--- config.mk ---
export PLATFORM = sky130hd
export DESIGN_NAME = hub_port_regs
export DESIGN_NICKNAME = d
export VERILOG_FILES = /design/src/rtl/hub_port_pkg.sv /design/src/rtl/hub_port_decode.sv /design/src/rtl/hub_port_slot.sv /design/src/rtl/hub_port_rdmux.sv /design/src/rtl/hub_port_regs.sv
export SDC_FILE = /design/constraint.sdc
export NUM_CORES = 1
export LEC_CHECK = 0
export BUFFER_PORTS_ARGS = -buffer_cell sky130_fd_sc_hd__buf_2
export CAP_MARGIN = 5
export CORE_UTILIZATION = 41
export CTS_BUF_LIST = sky130_fd_sc_hd__clkbuf_4 sky130_fd_sc_hd__clkbuf_8
export DETAILED_ROUTE_END_ITERATION = 8
export GPL_ROUTABILITY_DRIVEN = 1
export PLACE_DENSITY = 0.84
export SLEW_MARGIN = 10
export SYNTH_ARGS = -nofsm -noshare
export SYNTH_HDL_FRONTEND = slang
export SYNTH_HIERARCHICAL = 1
export SYNTH_SLANG_ARGS = --single-unit
--- constraint.sdc ---
create_clock -name clk -period 1.33 [get_ports clk]
set_input_delay 0.266 -clock clk [delete_from_list [all_inputs] [get_ports clk]]
set_output_delay 0.266 -clock clk [all_outputs]
set_load 0.03 [all_outputs]
--- src/rtl/hub_port_pkg.sv ---
package hub_port_pkg;

    localparam int unsigned WORD_W = 16;

    // Bit positions inside a port word (software decodes these)
    localparam int unsigned B_CONN = 0;
    localparam int unsigned B_CSC  = 1;
    localparam int unsigned B_EN   = 2;
    localparam int unsigned B_ENC  = 3;
    localparam int unsigned B_DM   = 4;
    localparam int unsigned B_DP   = 5;
    localparam int unsigned B_RSM  = 6;
    localparam int unsigned B_LS   = 8;
    localparam int unsigned B_RST  = 9;
    localparam int unsigned B_SUSP = 12;

    // Bits that may read as 1; everything else reads 0
    localparam logic [WORD_W-1:0] LIVE_MASK =
        (WORD_W'(1) << B_CONN) | (WORD_W'(1) << B_CSC) | (WORD_W'(1) << B_EN)  |
        (WORD_W'(1) << B_ENC)  | (WORD_W'(1) << B_DM)  | (WORD_W'(1) << B_DP)  |
        (WORD_W'(1) << B_RSM)  | (WORD_W'(1) << B_LS)  | (WORD_W'(1) << B_RST) |
        (WORD_W'(1) << B_SUSP);

    // Decoded write command for one port
    typedef struct packed {
        logic clr_csc;
        logic clr_enc;
        logic enable;
        logic hold_reset;
        logic suspend;
    } port_wr_t;

    // Observable state of one port
    typedef struct packed {
        logic suspend;
        logic hold_reset;
        logic low_speed;
        logic resume;
        logic dplus;
        logic dminus;
        logic enc;
        logic enable;
        logic csc;
        logic conn;
    } port_view_t;

    function automatic logic [WORD_W-1:0] pack_view(input port_view_t v);
        logic [WORD_W-1:0] w;
        w         = '0;
        w[B_CONN] = v.conn;
        w[B_CSC]  = v.csc;
        w[B_EN]   = v.enable;
        w[B_ENC]  = v.enc;
        w[B_DM]   = v.dminus;
        w[B_DP]   = v.dplus;
        w[B_RSM]  = v.resume;
        w[B_LS]   = v.low_speed;
        w[B_RST]  = v.hold_reset;
        w[B_SUSP] = v.suspend;
        return w;
    endfunction

endpackage

--- src/rtl/hub_port_decode.sv ---
module hub_port_decode #(
    parameter int unsigned ADDR_W    = 8,
    parameter int unsigned BASE_ADDR = 16,
    parameter int unsigned NUM_PORTS = 2,
    parameter int unsigned IDX_W     = 1
) (
    input  logic [ADDR_W-1:0] addr,
    output logic              hit,
    output logic [IDX_W-1:0]  idx
);
    localparam int unsigned SPAN = 2 * NUM_PORTS;

    logic [ADDR_W-1:0] off;
    logic              unused_off_hi;

    // Wrap-around of the subtraction rejects addresses below the base
    always_comb begin
        off = addr - ADDR_W'(BASE_ADDR);
        hit = (off < ADDR_W'(SPAN)) && !off[0];
        idx = off[IDX_W:1];
    end

    assign unused_off_hi = ^off[ADDR_W-1:IDX_W+1];

endmodule

--- src/rtl/hub_port_slot.sv ---
module hub_port_slot
    import hub_port_pkg::*;
(
    input  logic       clk,
    input  logic       rst,
    input  logic       wr_sel,
    input  port_wr_t   wr_cmd,
    input  logic       phy_connect,
    input  logic       phy_low_speed,
    input  logic       phy_dplus,
    input  logic       phy_dminus,
    input  logic       phy_resume,
    output port_view_t view,
    output logic       change
);
    logic conn_q, csc_q, en_q, enc_q, hrst_q, susp_q;
    logic conn_evt, en_drop;
    logic nxt_csc, nxt_en, nxt_enc, nxt_hrst, nxt_susp;

    always_comb begin
        conn_evt = phy_connect ^ conn_q;
        en_drop  = en_q & ~phy_connect;
        // a hardware event in the same cycle wins over a clearing write
        nxt_csc  = conn_evt | (csc_q & ~(wr_sel & wr_cmd.clr_csc));
        nxt_enc  = en_drop  | (enc_q & ~(wr_sel & wr_cmd.clr_enc));
        // enable only holds while a device is present
        nxt_en   = (wr_sel ? wr_cmd.enable : en_q) & phy_connect;
        nxt_hrst = wr_sel ? wr_cmd.hold_reset : hrst_q;
        nxt_susp = wr_sel ? wr_cmd.suspend    : susp_q;
    end

    always_ff @(posedge clk) begin
        if (rst) begin
            conn_q <= 1'b0;
            csc_q  <= 1'b0;
            en_q   <= 1'b0;
            enc_q  <= 1'b0;
            hrst_q <= 1'b0;
            susp_q <= 1'b0;
        end else begin
            conn_q <= phy_connect;
            csc_q  <= nxt_csc;
            en_q   <= nxt_en;
            enc_q  <= nxt_enc;
            hrst_q <= nxt_hrst;
            susp_q <= nxt_susp;
        end
    end

    always_comb begin
        view.conn       = phy_connect;
        view.csc        = csc_q;
        view.enable     = en_q;
        view.enc        = enc_q;
        view.dminus     = phy_dminus;
        view.dplus      = phy_dplus;
        view.resume     = phy_resume;
        view.low_speed  = phy_low_speed;
        view.hold_reset = hrst_q;
        view.suspend    = susp_q;
        change          = csc_q | enc_q;
    end

    a_r3_conn_edge_flags: assert property (@(posedge clk) disable iff (rst)
        (phy_connect != conn_q) |=> csc_q);

    a_r4_zero_write_keeps: assert property (@(posedge clk) disable iff (rst)
        (csc_q && !(wr_sel && wr_cmd.clr_csc)) |=> csc_q);

    a_r5_enable_needs_device: assert property (@(posedge clk) disable iff (rst)
        $rose(en_q) |-> $past(phy_connect));

    a_r6_disconnect_drops: assert property (@(posedge clk) disable iff (rst)
        (en_q && !phy_connect) |=> (!en_q && enc_q));

endmodule

--- src/rtl/hub_port_rdmux.sv ---
module hub_port_rdmux
    import hub_port_pkg::*;
#(
    parameter int unsigned NUM_PORTS = 2,
    parameter int unsigned IDX_W     = 1
) (
    input  logic                            clk,
    input  logic                            rst,
    input  logic                            rd_en,
    input  logic                            hit,
    input  logic [IDX_W-1:0]                idx,
    input  port_view_t [NUM_PORTS-1:0]      views,
    output logic [WORD_W-1:0]               rd_data
);
    logic [WORD_W-1:0] sel_word;

    always_comb begin
        sel_word = '0;
        if (hit) sel_word = pack_view(views[idx]);
    end

    always_ff @(posedge clk) begin
        if (rst)        rd_data <= '0;
        else if (rd_en) rd_data <= sel_word;
    end

    a_r9_reserved_zero: assert property (@(posedge clk) disable iff (rst)
        (rd_data & ~LIVE_MASK) == '0);

endmodule

--- src/rtl/hub_port_regs.sv ---
module hub_port_regs
    import hub_port_pkg::*;
#(
    parameter int unsigned NUM_PORTS = 2,
    parameter int unsigned ADDR_W    = 8,
    parameter int unsigned BASE_ADDR = 16
) (
    input  logic                 clk,
    input  logic                 rst,
    input  logic [ADDR_W-1:0]    bus_addr,
    input  logic                 wr_en,
    input  logic [1:0]           wr_be,
    input  logic [WORD_W-1:0]    wr_data,
    input  logic                 rd_en,
    output logic [WORD_W-1:0]    rd_data,
    input  logic [NUM_PORTS-1:0] phy_connect,
    input  logic [NUM_PORTS-1:0] phy_low_speed,
    input  logic [NUM_PORTS-1:0] phy_dplus,
    input  logic [NUM_PORTS-1:0] phy_dminus,
    input  logic [NUM_PORTS-1:0] phy_resume,
    output logic [NUM_PORTS-1:0] port_enable,
    output logic [NUM_PORTS-1:0] port_reset,
    output logic [NUM_PORTS-1:0] port_suspend,
    output logic                 change_any
);
    localparam int unsigned IDX_W = (NUM_PORTS > 1) ? $clog2(NUM_PORTS) : 1;

    logic                          hit;
    logic [IDX_W-1:0]              idx;
    logic                          wr_ok;
    port_wr_t                      wr_cmd;
    port_view_t [NUM_PORTS-1:0]    views;
    logic [NUM_PORTS-1:0]          wr_sel;
    logic [NUM_PORTS-1:0]          change;
    logic                          unused_wr_bits;

    hub_port_decode #(
        .ADDR_W   (ADDR_W),
        .BASE_ADDR(BASE_ADDR),
        .NUM_PORTS(NUM_PORTS),
        .IDX_W    (IDX_W)
    ) u_decode (
        .addr(bus_addr),
        .hit (hit),
        .idx (idx)
    );

    // only full-word writes count
    always_comb begin
        wr_ok             = wr_en && (wr_be == 2'b11) && hit;
        wr_cmd.clr_csc    = wr_data[B_CSC];
        wr_cmd.clr_enc    = wr_data[B_ENC];
        wr_cmd.enable     = wr_data[B_EN];
        wr_cmd.hold_reset = wr_data[B_RST];
        wr_cmd.suspend    = wr_data[B_SUSP];
    end

    assign unused_wr_bits = ^{wr_data[15:13], wr_data[11:10], wr_data[8:4], wr_data[0]};

    for (genvar p = 0; p < NUM_PORTS; p++) begin : g_port
        assign wr_sel[p] = wr_ok && (idx == IDX_W'(p));

        hub_port_slot u_slot (
            .clk          (clk),
            .rst          (rst),
            .wr_sel       (wr_sel[p]),
            .wr_cmd       (wr_cmd),
            .phy_connect  (phy_connect[p]),
            .phy_low_speed(phy_low_speed[p]),
            .phy_dplus    (phy_dplus[p]),
            .phy_dminus   (phy_dminus[p]),
            .phy_resume   (phy_resume[p]),
            .view         (views[p]),
            .change       (change[p])
        );

        assign port_enable[p]  = views[p].enable;
        assign port_reset[p]   = views[p].hold_reset;
        assign port_suspend[p] = views[p].suspend;
    end

    assign change_any = |change;

    hub_port_rdmux #(
        .NUM_PORTS(NUM_PORTS),
        .IDX_W    (IDX_W)
    ) u_rdmux (
        .clk    (clk),
        .rst    (rst),
        .rd_en  (rd_en),
        .hit    (hit),
        .idx    (idx),
        .views  (views),
        .rd_data(rd_data)
    );

    a_r8_partial_write_ignored: assert property (@(posedge clk) disable iff (rst)
        (wr_en && wr_be != 2'b11) |=> ($stable(port_reset) && $stable(port_suspend)));

    a_r12_reset_quiet: assert property (@(posedge clk)
        $past(rst) |-> (port_enable == '0 && change_any == 1'b0));

endmodule

# After elaboration in Yosys (flattened, before gate mapping)
# Cells that the tools add are included.
# word_totals
regBits	28
# op_classes
addsub	1
n_eq_ne	1
n_reduce_logical	7
mux	5
bitwise	27
n_lt_le_gt_ge	2
# ops
op	count
10-bit two-way mux	2
13-bit two-way mux	1
1-bit AND	12
8-bit by 3-bit less-than comparator with 1-bit output, second input constant	1
8-bit by 5-bit subtractor with 8-bit output, second input constant	1
1-bit inverter	7
1-bit OR	6
1-bit logical AND	5
2-bit equality test, second input constant	1
1-bit by 2-bit less-than comparator with 1-bit output, second input constant	1
1-bit two-way mux	2
2-bit OR reduction	1
1-bit XOR	2
1-bit logical NOT	1

# Logic depth before layout (Yosys ltp)
# Gate-level depths: netlist of the first run.
# logic_depth
depth_word	9
ltp_mapped	7
mapped_depth_nobuf	6

# Cells and area by module
# Netlist of the first run, hierarchy kept.
# by_module_without_submodules
module	instances	cells_each	area_per_inst_um2
hub_port_slot	2	31	314.1
hub_port_rdmux	1	40	479.2
hub_port_decode	1	4	23.8
hub_port_regs	1	5	23.8

# Worst setup path after synthesis of the first run
# OpenSTA, ideal clock, no wires.
# synth_path
path_kind	input port to flip-flop
startpoint	input bus_addr[7]
endpoint	register g_port[0].u_slot.en_q
path_stages	7
setup_ns	0.116
path_slack_ns	-0.085
n_path_buf	1
arrival_time_ns	1.299
t_required_ns	1.214
cell_sequence	nor4_1 and3_1 nand4_1 nor2_1 buf_6 mux2i_1 nor2b_1
# synth_between
elab_chain_cells	7
# synth_lines
item	line	rtl
start: declaration	hub_port_regs.sv:10	input logic [ADDR_W-1:0] bus_addr,
8-bit by 5-bit subtractor with 8-bit output	hub_port_decode.sv:18	off = addr - ADDR_W'(BASE_ADDR);
8-bit by 3-bit less-than comparator with 1-bit output	hub_port_decode.sv:19	hit = (off < ADDR_W'(SPAN)) && !off[0];
1-bit logical AND	hub_port_decode.sv:19	
named net hit	hub_port_regs.sv:28	logic hit;
1-bit logical AND	hub_port_regs.sv:50	wr_ok = wr_en && (wr_be == 2'b11) && hit;
1-bit logical AND	hub_port_regs.sv:61	assign wr_sel[p] = wr_ok && (idx == IDX_W'(p));
named net wr_sel[0]	hub_port_regs.sv:33	logic [NUM_PORTS-1:0] wr_sel;
1-bit two-way mux	hub_port_slot.sv:27	nxt_en = (wr_sel ? wr_cmd.enable : en_q) & phy_connect;
1-bit AND	hub_port_slot.sv:27	
end signal: assignment	hub_port_slot.sv:43	en_q <= nxt_en;
end: declaration	hub_port_slot.sv:16	logic conn_q, csc_q, en_q, enc_q, hrst_q, susp_q;
# The timed path passes the listed nets, and every way through them passes these cells.
# A chain may end at the register's enable or synchronous reset.

# Final worst setup path of the first run
# layout_path
startpoint	register g_port[0].u_slot.enc_q
endpoint	output change_any
# layout_between
elab_chain_cells	2
# layout_lines
item	line	rtl
start: declaration	hub_port_slot.sv:16	
start signal: assignment	hub_port_slot.sv:44	enc_q <= nxt_enc;
1-bit OR	hub_port_slot.sv:61	change = csc_q | enc_q;
named net change[0]	hub_port_regs.sv:34	logic [NUM_PORTS-1:0] change;
2-bit OR reduction	hub_port_regs.sv:82	assign change_any = |change;
end: declaration	hub_port_regs.sv:24	output logic change_any
# The timed path passes the listed nets, and every way through them passes these cells.

==> impl_results.md, run 1 <==
- Initial Util: 0.450
- Fin worst setup slack: -185 ps
- First-pass DRT Iterations: 4
- Worst setup path startpoint: g_port[0].u_slot/enc_q
- Post-route cell area: 0.00136 mm²
- Register area: 445 µm²
- Fin nets: 185
- Row cnt: 18
- Hold_buf cts: 0
- Clock Pin Slew Worst Setup and Hold Paths: 120 ps
- Worst Hold Class: input pin to flip-flop
- WP data arrival: 1250 ps
- Area of the multi-input gates: 513 µm²
- Synth top area share: 0.381
- Vias per cell: 4.92
- Largest net degree at the start of global routing: 14
- Startpoint types: flip-flop
- Fin. max-slew vios: 0
- Reg-to-Reg Start: g_port[1].u_slot/enc_q
- Clock Sinks: 22
- Maximum clock rate: 0.660 GHz
- Top-count cell post-synth: buf_4
- First-pass GRT wire length: 3400 µm
- Synth warnings: 6
- Ports: 63
- Worst setup path endpoint: change_any
- Async SR Flop Fraction: 0
- Synth top area cells: dfxtp_1 38%, buf_4 18%, mux2i_1 14%
- Post-Syn Area: 0.00115 mm²
- Post-synth EDFFs: 0
- Initial DRC Count: 7
- Main synth FF type: dfxtp_1
- Initial antenna violation count: 0
- Via count: 856
- Die Width: 55.1 µm
- WP data required: 1060 ps
- Final Cycle Share: 1.14
- Worst r2r path cells: 3
- Setup Crit Path Kind: flip-flop to output port
- Die height: 55.1 µm
- Hold path depth: 3
- Post-DP Area: 0.00123 mm²
- Die Footprint: 0.00303 mm²
- Post-synthesis cell type count: 22
- Placed wire-length estimate: 1590 µm
- Clock buffer depth: 2
- Outcome: finished with violations
- Final Hold Violating Endpoints: 0
- Pwr dens: 1000 mW/mm²
- Failing checks: negative setup slack
- DR DRC count: 0
- Reg2reg end: g_port[1].u_slot/enc_q
- Layout cells sized above 1: 0.493
- CP Cell Sequence: or2_4 > or2_1 > buf_6
- CP endpoint kind: output port
- Setup TNS: -185 ps
- Register area share after synthesis: 0.381
- CTS root buffer: clkbuf_4
- Peak per-stage delay on the critical path: 340 ps
- Area Growth Syn to Fin: 18.1%
- GRT Util Overall: 0.165
- RSZ-0062 raised after global routing: yes
- RePlAce Congestion: 0.688
- CTS buffer count: 3
- # Max-Cap Violations: 0
- # port buffers: 45
- Placement Setup Slack: -269 ps
- Core area: 0.00257 mm²
- Final worst path period need: 1520 ps
- FILL cells: 227
- WL final: 2310 µm
- Reg2reg setup slack: 450 ps
- CTS tree: done
- Clock Latency Late Sink: 310 ps
- Syn Area/Cell: 10.4 µm²
- Gate Count Post-Synth: 111
- Crit-path slowest cell: dfxtp_2
- IR drop worst, VDD: 0.575 mV
- Critical-path maximum fanout: 2
- Number of diodes: 0
- Leakage: 0.660 nW
- H-tree levels: 1
- Vias in the first global route: 770
- Total congestion overflow: 0
- Final setup violation count: 1
- WL/cell: 13.3 µm
- Yosys reg bits: 22
- Antenna-violating nets left: 0
- Post-synth top area cell: dfxtp_1
- Clk_skew: 9.50 ps
- Top post-synthesis cells by count: 27 x buf_4, 22 x dfxtp_1, 16 x mux2i_1
## flip-flops by register name, indices dropped and copies added, names as in the netlist
signal                cells
g_port.u_slot/enc_q       2
u_rdmux/rd_data          10
g_port.u_slot/csc_q       2
g_port.u_slot/en_q        2
g_port.u_slot/susp_q      2
g_port.u_slot/conn_q      2
g_port.u_slot/hrst_q      2
## metrics by stage
step | instances | power, W | hold WS [ps] | util
2_1_floorplan | 116 | 0.000819 | 328 | -
3_3_place_gp | 165 | 0.000836 | 439 | 0.479
3_5_place_dp | 165 | 0.000840 | 442 | 0.479
4_1_cts | 173 | 0.00137 | 194 | 0.518
5_1_grt | 174 | 0.00143 | 211 | 0.531
6_report | 174 | 0.00137 | 205 | 0.531
## report_power, final
group	leakage (nW)	internal [W]	switching [W]	total, W
registers	0.180	0.000669	0.00000473	0.000674
logic	0.452	0.0000879	0.0000932	0.000181
clock network	0.0279	0.000305	0.000207	0.000511
total	0.660	0.00106	0.000304	0.00137
## layout by cell type, fill, tap and decap left out, drive strengths merged
cell | Yosys | final
nand3b | 1 | 1
nand2b | 2 | 2
clkbuf | 0 | 3
xnor2 | 2 | 2
o2bb2ai | 10 | 10
dfxtp | 22 | 22
a21bo | 4 | 4
or2 | 3 | 3
and3 | 1 | 1
inv | 1 | 1
nor2b | 4 | 4
nand4 | 1 | 1
a21oi | 4 | 4
mux2i | 16 | 16
bufinv | 0 | 1
buf | 30 | 54
nor4 | 1 | 1
nor2 | 8 | 8
conb | 1 | 6
## logic make-up after synthesis
kind of cell,synth area share
XOR/XNOR,0.0152
other,0.00325
multiplexers,0.139
AO/OA/AOI/OAI,0.134
buffers and inverters,0.208
flip-flops,0.381
AND/OR/NAND/NOR,0.119
## layer usage
metal  vias to the layer above  track usage  routed length, µm
li1                        417            -                  -
met1                       401        0.181                935
met2                        34        0.305               1240
met3                         4       0.0355                114
met4                         0       0.0625                 23
met5                         -            0                  0
## timing repair
action                     in CTS  in global routing
setup endpoints to repair       1                  7
pin swaps                       2                  6
cloned                          0                  0
gates resized for setup         8                  4
buffers inserted                4                  1
## area by class of cell
class | count | share of cell area
clock buffer | 3 | 0.0165
multi-input combinational | 63 | 0.376
clock inverter | 1 | 0.0220
timing repair buffer | 54 | 0.228
inverter | 1 | 0.00275
tap | 30 | 0.0275
sequential | 22 | 0.327
## critical path: cells and delay by family, from the launching register on
family / cells / cell delay [ps]
and+or+nand+nor: 2 / 470
DFF: 1 / 340
buffers and inverters: 1 / 140
## how the worst min path moves through the flow
stage                       start                       to  slack [ps]
2_1_floorplan                 rst   g_port[0].u_slot/enc_q         330
3_3_place_gp   u_rdmux/rd_data[4]       u_rdmux/rd_data[4]         440
3_5_place_dp   u_rdmux/rd_data[0]       u_rdmux/rd_data[0]         440
4_1_cts               wr_data[12]  g_port[1].u_slot/susp_q         190
5_1_grt             phy_resume[0]       u_rdmux/rd_data[6]         210
6_report              wr_data[12]  g_port[1].u_slot/susp_q         210
(Power assumes the default switching activity.)
==> inputs of run 2 (changes only) <==
Settings changed: SYNTH_HIERARCHICAL 1 to default.
==> impl_results.md, run 2 <==
- Outcome: finished with violations
- Failing checks: negative setup slack
- Antenna-violating nets left: 0 (unchanged)
- Number of diodes: 0 (unchanged)
- Hold path depth: 2 (-1)
- Register area share after synthesis: 0.376 (-0.00489)
- Row cnt: 19 (+1)
- Reg2reg setup slack: 330 ps (-120 ps)
- Leakage: 0.651 nW (-1.4%)
- Setup Crit Path Kind: flip-flop to output port
- Area Growth Syn to Fin: 21.8%
- CP endpoint kind: output port
- Register area: 443 µm² (-0.56%)
- RSZ-0062 raised after global routing: yes
- Total congestion overflow: 0 (unchanged)
- Die Width: 55.4 µm (+0.63%)
- Crit-path slowest cell: or4_4
- Post-synthesis cell type count: 24 (+9.1%)
- RePlAce Congestion: 0.709 (+2.9%)
- H-tree levels: 1 (unchanged)
- Worst r2r path cells: 4 (+1)
- Fin worst setup slack: -277 ps (-92.1 ps)
- Placed cells: 191 (+16%)
- Family with the most delay on the worst path: simple AND/OR/NAND/NOR gates
- Hold Path End: g_port[0].u_slot.enc_q
- Clock buffer depth: 2 (unchanged)
- Synth top area share: 0.376 (-0.00489)
- Clock Latency Late Sink: 310 ps (about the same)
- CTS buffer count: 3 (unchanged)
- Peak per-stage delay on the critical path: 530 ps (+190 ps)
- Layout cells sized above 1: 0.416 (-0.0774)
- Initial antenna violation count: 0 (unchanged)
- Top-count cell post-synth: dfxtp_1
- CTS root buffer: clkbuf_4
- Ports: 63 (unchanged)
- CP Cell Sequence: or4_4 > buf_6
- Post-synth EDFFs: 0 (unchanged)
- Clock Pin Slew Worst Setup and Hold Paths: 120 ps (about the same)
- WP data required: 1060 ps (about the same)
- Reg2reg end: u_rdmux.rd_data[3]
- Commonest non-fill, non-tap cell in the layout: buf_2
- Clk_skew: 1.04 ps (-8.46 ps)
- IR drop worst, VDD: 1.09 mV (+89%)
- Finished Layout Cells: 197 (+13%)
- First-pass GRT wire length: 3980 µm (+17%)
- Reg-to-Reg Start: g_port[0].u_slot.enc_q
- Synth top area cells: dfxtp_1 38%, buf_4 9.6%, mux2_2 9.6%
- Final Cycle Share: 1.21 (+0.0692)
- Die height: 55.4 µm (+0.63%)
- WP data arrival: 1340 ps (+90 ps)
- FILL cells: 255 (+12%)
- Initial DRC Count: 25 (+18)
- Synth warnings: 0 (-6)
- Gate Count Post-Synth: 127 (+14%)
- Largest net degree at the start of global routing: 23 (+9)
- Fin nets: 207 (+12%)
- Fin util: 0.521 (-0.00991)
- Core area: 0.00273 mm² (+6.5%)
- DR DRC count: 0 (unchanged)
- CTS tree: done
- Final worst path period need: 1610 ps (+92.1 ps)
- Highest-count cells in the layout ignoring fill and taps: 44 x buf_2, 20 x dfxtp_1, 16 x nand2b_1
- Hold Startpoint: wr_data[3]
- WL final: 2370 µm (+2.7%)
- Syn Area/Cell: 9.21 µm² (-11%)
- Main synth FF type: dfxtp_1
- WL/cell: 12.0 µm (-9.3%)
- Worst Hold Class: input pin to flip-flop
- First-pass DRT Iterations: 4 (unchanged)
- # Max-Cap Violations: 0 (unchanged)
- Pwr dens: 967 mW/mm² (-3.4%)
- Largest register FFs: 10 (unchanged)
- # port buffers: 45 (unchanged)
- Fin. max-slew vios: 0 (unchanged)
- Final setup violation count: 1 (unchanged)
- Buf/Inv on CP: 1 (unchanged)
- Async SR Flop Fraction: 0 (unchanged)
- Top post-synthesis cells by count: 22 x dfxtp_1, 16 x nand2b_1, 15 x buf_4
- Placement Setup Slack: -17.0 ps (+252 ps)
- Critical-path maximum fanout: 2 (unchanged)
- Startpoint types: flip-flop
- Placed wire-length estimate: 1720 µm (+7.6%)
- Vias per cell: 5.08 (+3.2%)
- Hold_buf cts: 0 (unchanged)
- GRT Util Overall: 0.164 (-0.000986)
- Clock Sinks: 22 (unchanged)
- Area of the multi-input gates: 611 µm² (+19%)
- Post-Syn Area: 0.00117 mm² (+1.3%)
- Final Hold Violating Endpoints: 0 (unchanged)
- Die Footprint: 0.00307 mm² (+1.3%)
- Register with the most flip-flops: u_rdmux.rd_data
- Vias in the first global route: 949 (+23%)
- Post-synth top area cell: dfxtp_1
- Maximum clock rate: 0.622 GHz (-5.7%)
- Via count: 1,000 (+17%)
- Initial Util: 0.428 (-0.0219)
- Yosys reg bits: 22 (unchanged)
==> run 2: cell count changes after synthesis, moves of 9 or more <==
cell	delta
buf_4	-12
nand4_1	+9
mux2i_1	-10
nand2b_1	+14
a21oi_1	+10
mux2_2	+10
o2bb2ai_1	-10
==> run 2: repair_timing <==
| action | in CTS | in global routing |
|---|---|---|
| setup endpoints to repair | 1 | 1 |
| setup buffers | 2 | 0 |
| resized for setup | 5 | 0 |
| pin swaps | 1 | 0 |
==> run 2: cells by family after synthesis <==
group                     share of synthesized area
and+or+nand+nor                               0.255
DFF                                           0.376
buffers and inverters                         0.121
AOI/OAI and AO/OA                            0.0824
muxes                                         0.148
xor gates and xnor gates                     0.0150
other                                       0.00321
==> run 2: where the power goes <==
part | total [W] | leakage [nW] | internal, W | switching, W
combinational | 0.000188 | 0.444 | 0.0000870 | 0.000101
sequential | 0.000674 | 0.179 | 0.000669 | 0.00000529
clock | 0.000517 | 0.0279 | 0.000305 | 0.000212
==> run 2: worst max path at each step <==
| stage | from | end | slack (ps) | depth (start not counted) |
|---|---|---|---|---|
| floorplan | g_port[0].u_slot.enc_q | change_any | 90 | 1 |
| global placement | bus_addr[3] | g_port[0].u_slot.en_q | -20 | 4 |
| detailed placement | bus_addr[3] | g_port[0].u_slot.en_q | -20 | 4 |
| CTS | g_port[1].u_slot.csc_q | change_any | -270 | 2 |
| global route | g_port[1].u_slot.csc_q | change_any | -300 | 2 |
| finish | g_port[1].u_slot.csc_q | change_any | -280 | 2 |
==> run 2: layout make-up <==
| cell class | instances | share of cell area |
|---|---|---|
| multi-input cells | 88 | 0.428 |
| repair buffers | 51 | 0.194 |
| clock buffers | 3 | 0.0158 |
| clock inverters | 1 | 0.0211 |
| inverters | 1 | 0.00263 |
| well taps | 31 | 0.0272 |
| flip-flops and latches | 22 | 0.311 |
==> run 2: layer usage <==
layer | routed length [µm] | vias up | track usage
li1 | - | 502 | -
met3 | 118 | 5 | 0.0468
met4 | 37 | 0 | 0.0714
met5 | 0 | - | 0
met2 | 1120 | 36 | 0.287
met1 | 1100 | 457 | 0.183
==> run 2: worst register-to-register path: cells and delay by family (launching register included) <==
kind	cells	cell delay, ps
DFF	1	350
and+or+nand+nor	1	90
buffers and inverters	1	130
muxes	1	260
AOI/OAI and AO/OA	1	70
==> run 2: metrics by stage <==
stage | area, µm² | total power, W | hold WS (ps) | setup TNS, ps
after global placement | 1350 | 0.000859 | 456 | -33.9
after global routing | 1430 | 0.00143 | 152 | -302
after CTS | 1430 | 0.00139 | 118 | -269
final | 1430 | 0.00138 | 143 | -277
after detailed placement | 1350 | 0.000861 | 456 | -26.7
after floorplan | 1190 | 0.000810 | 360 | 0
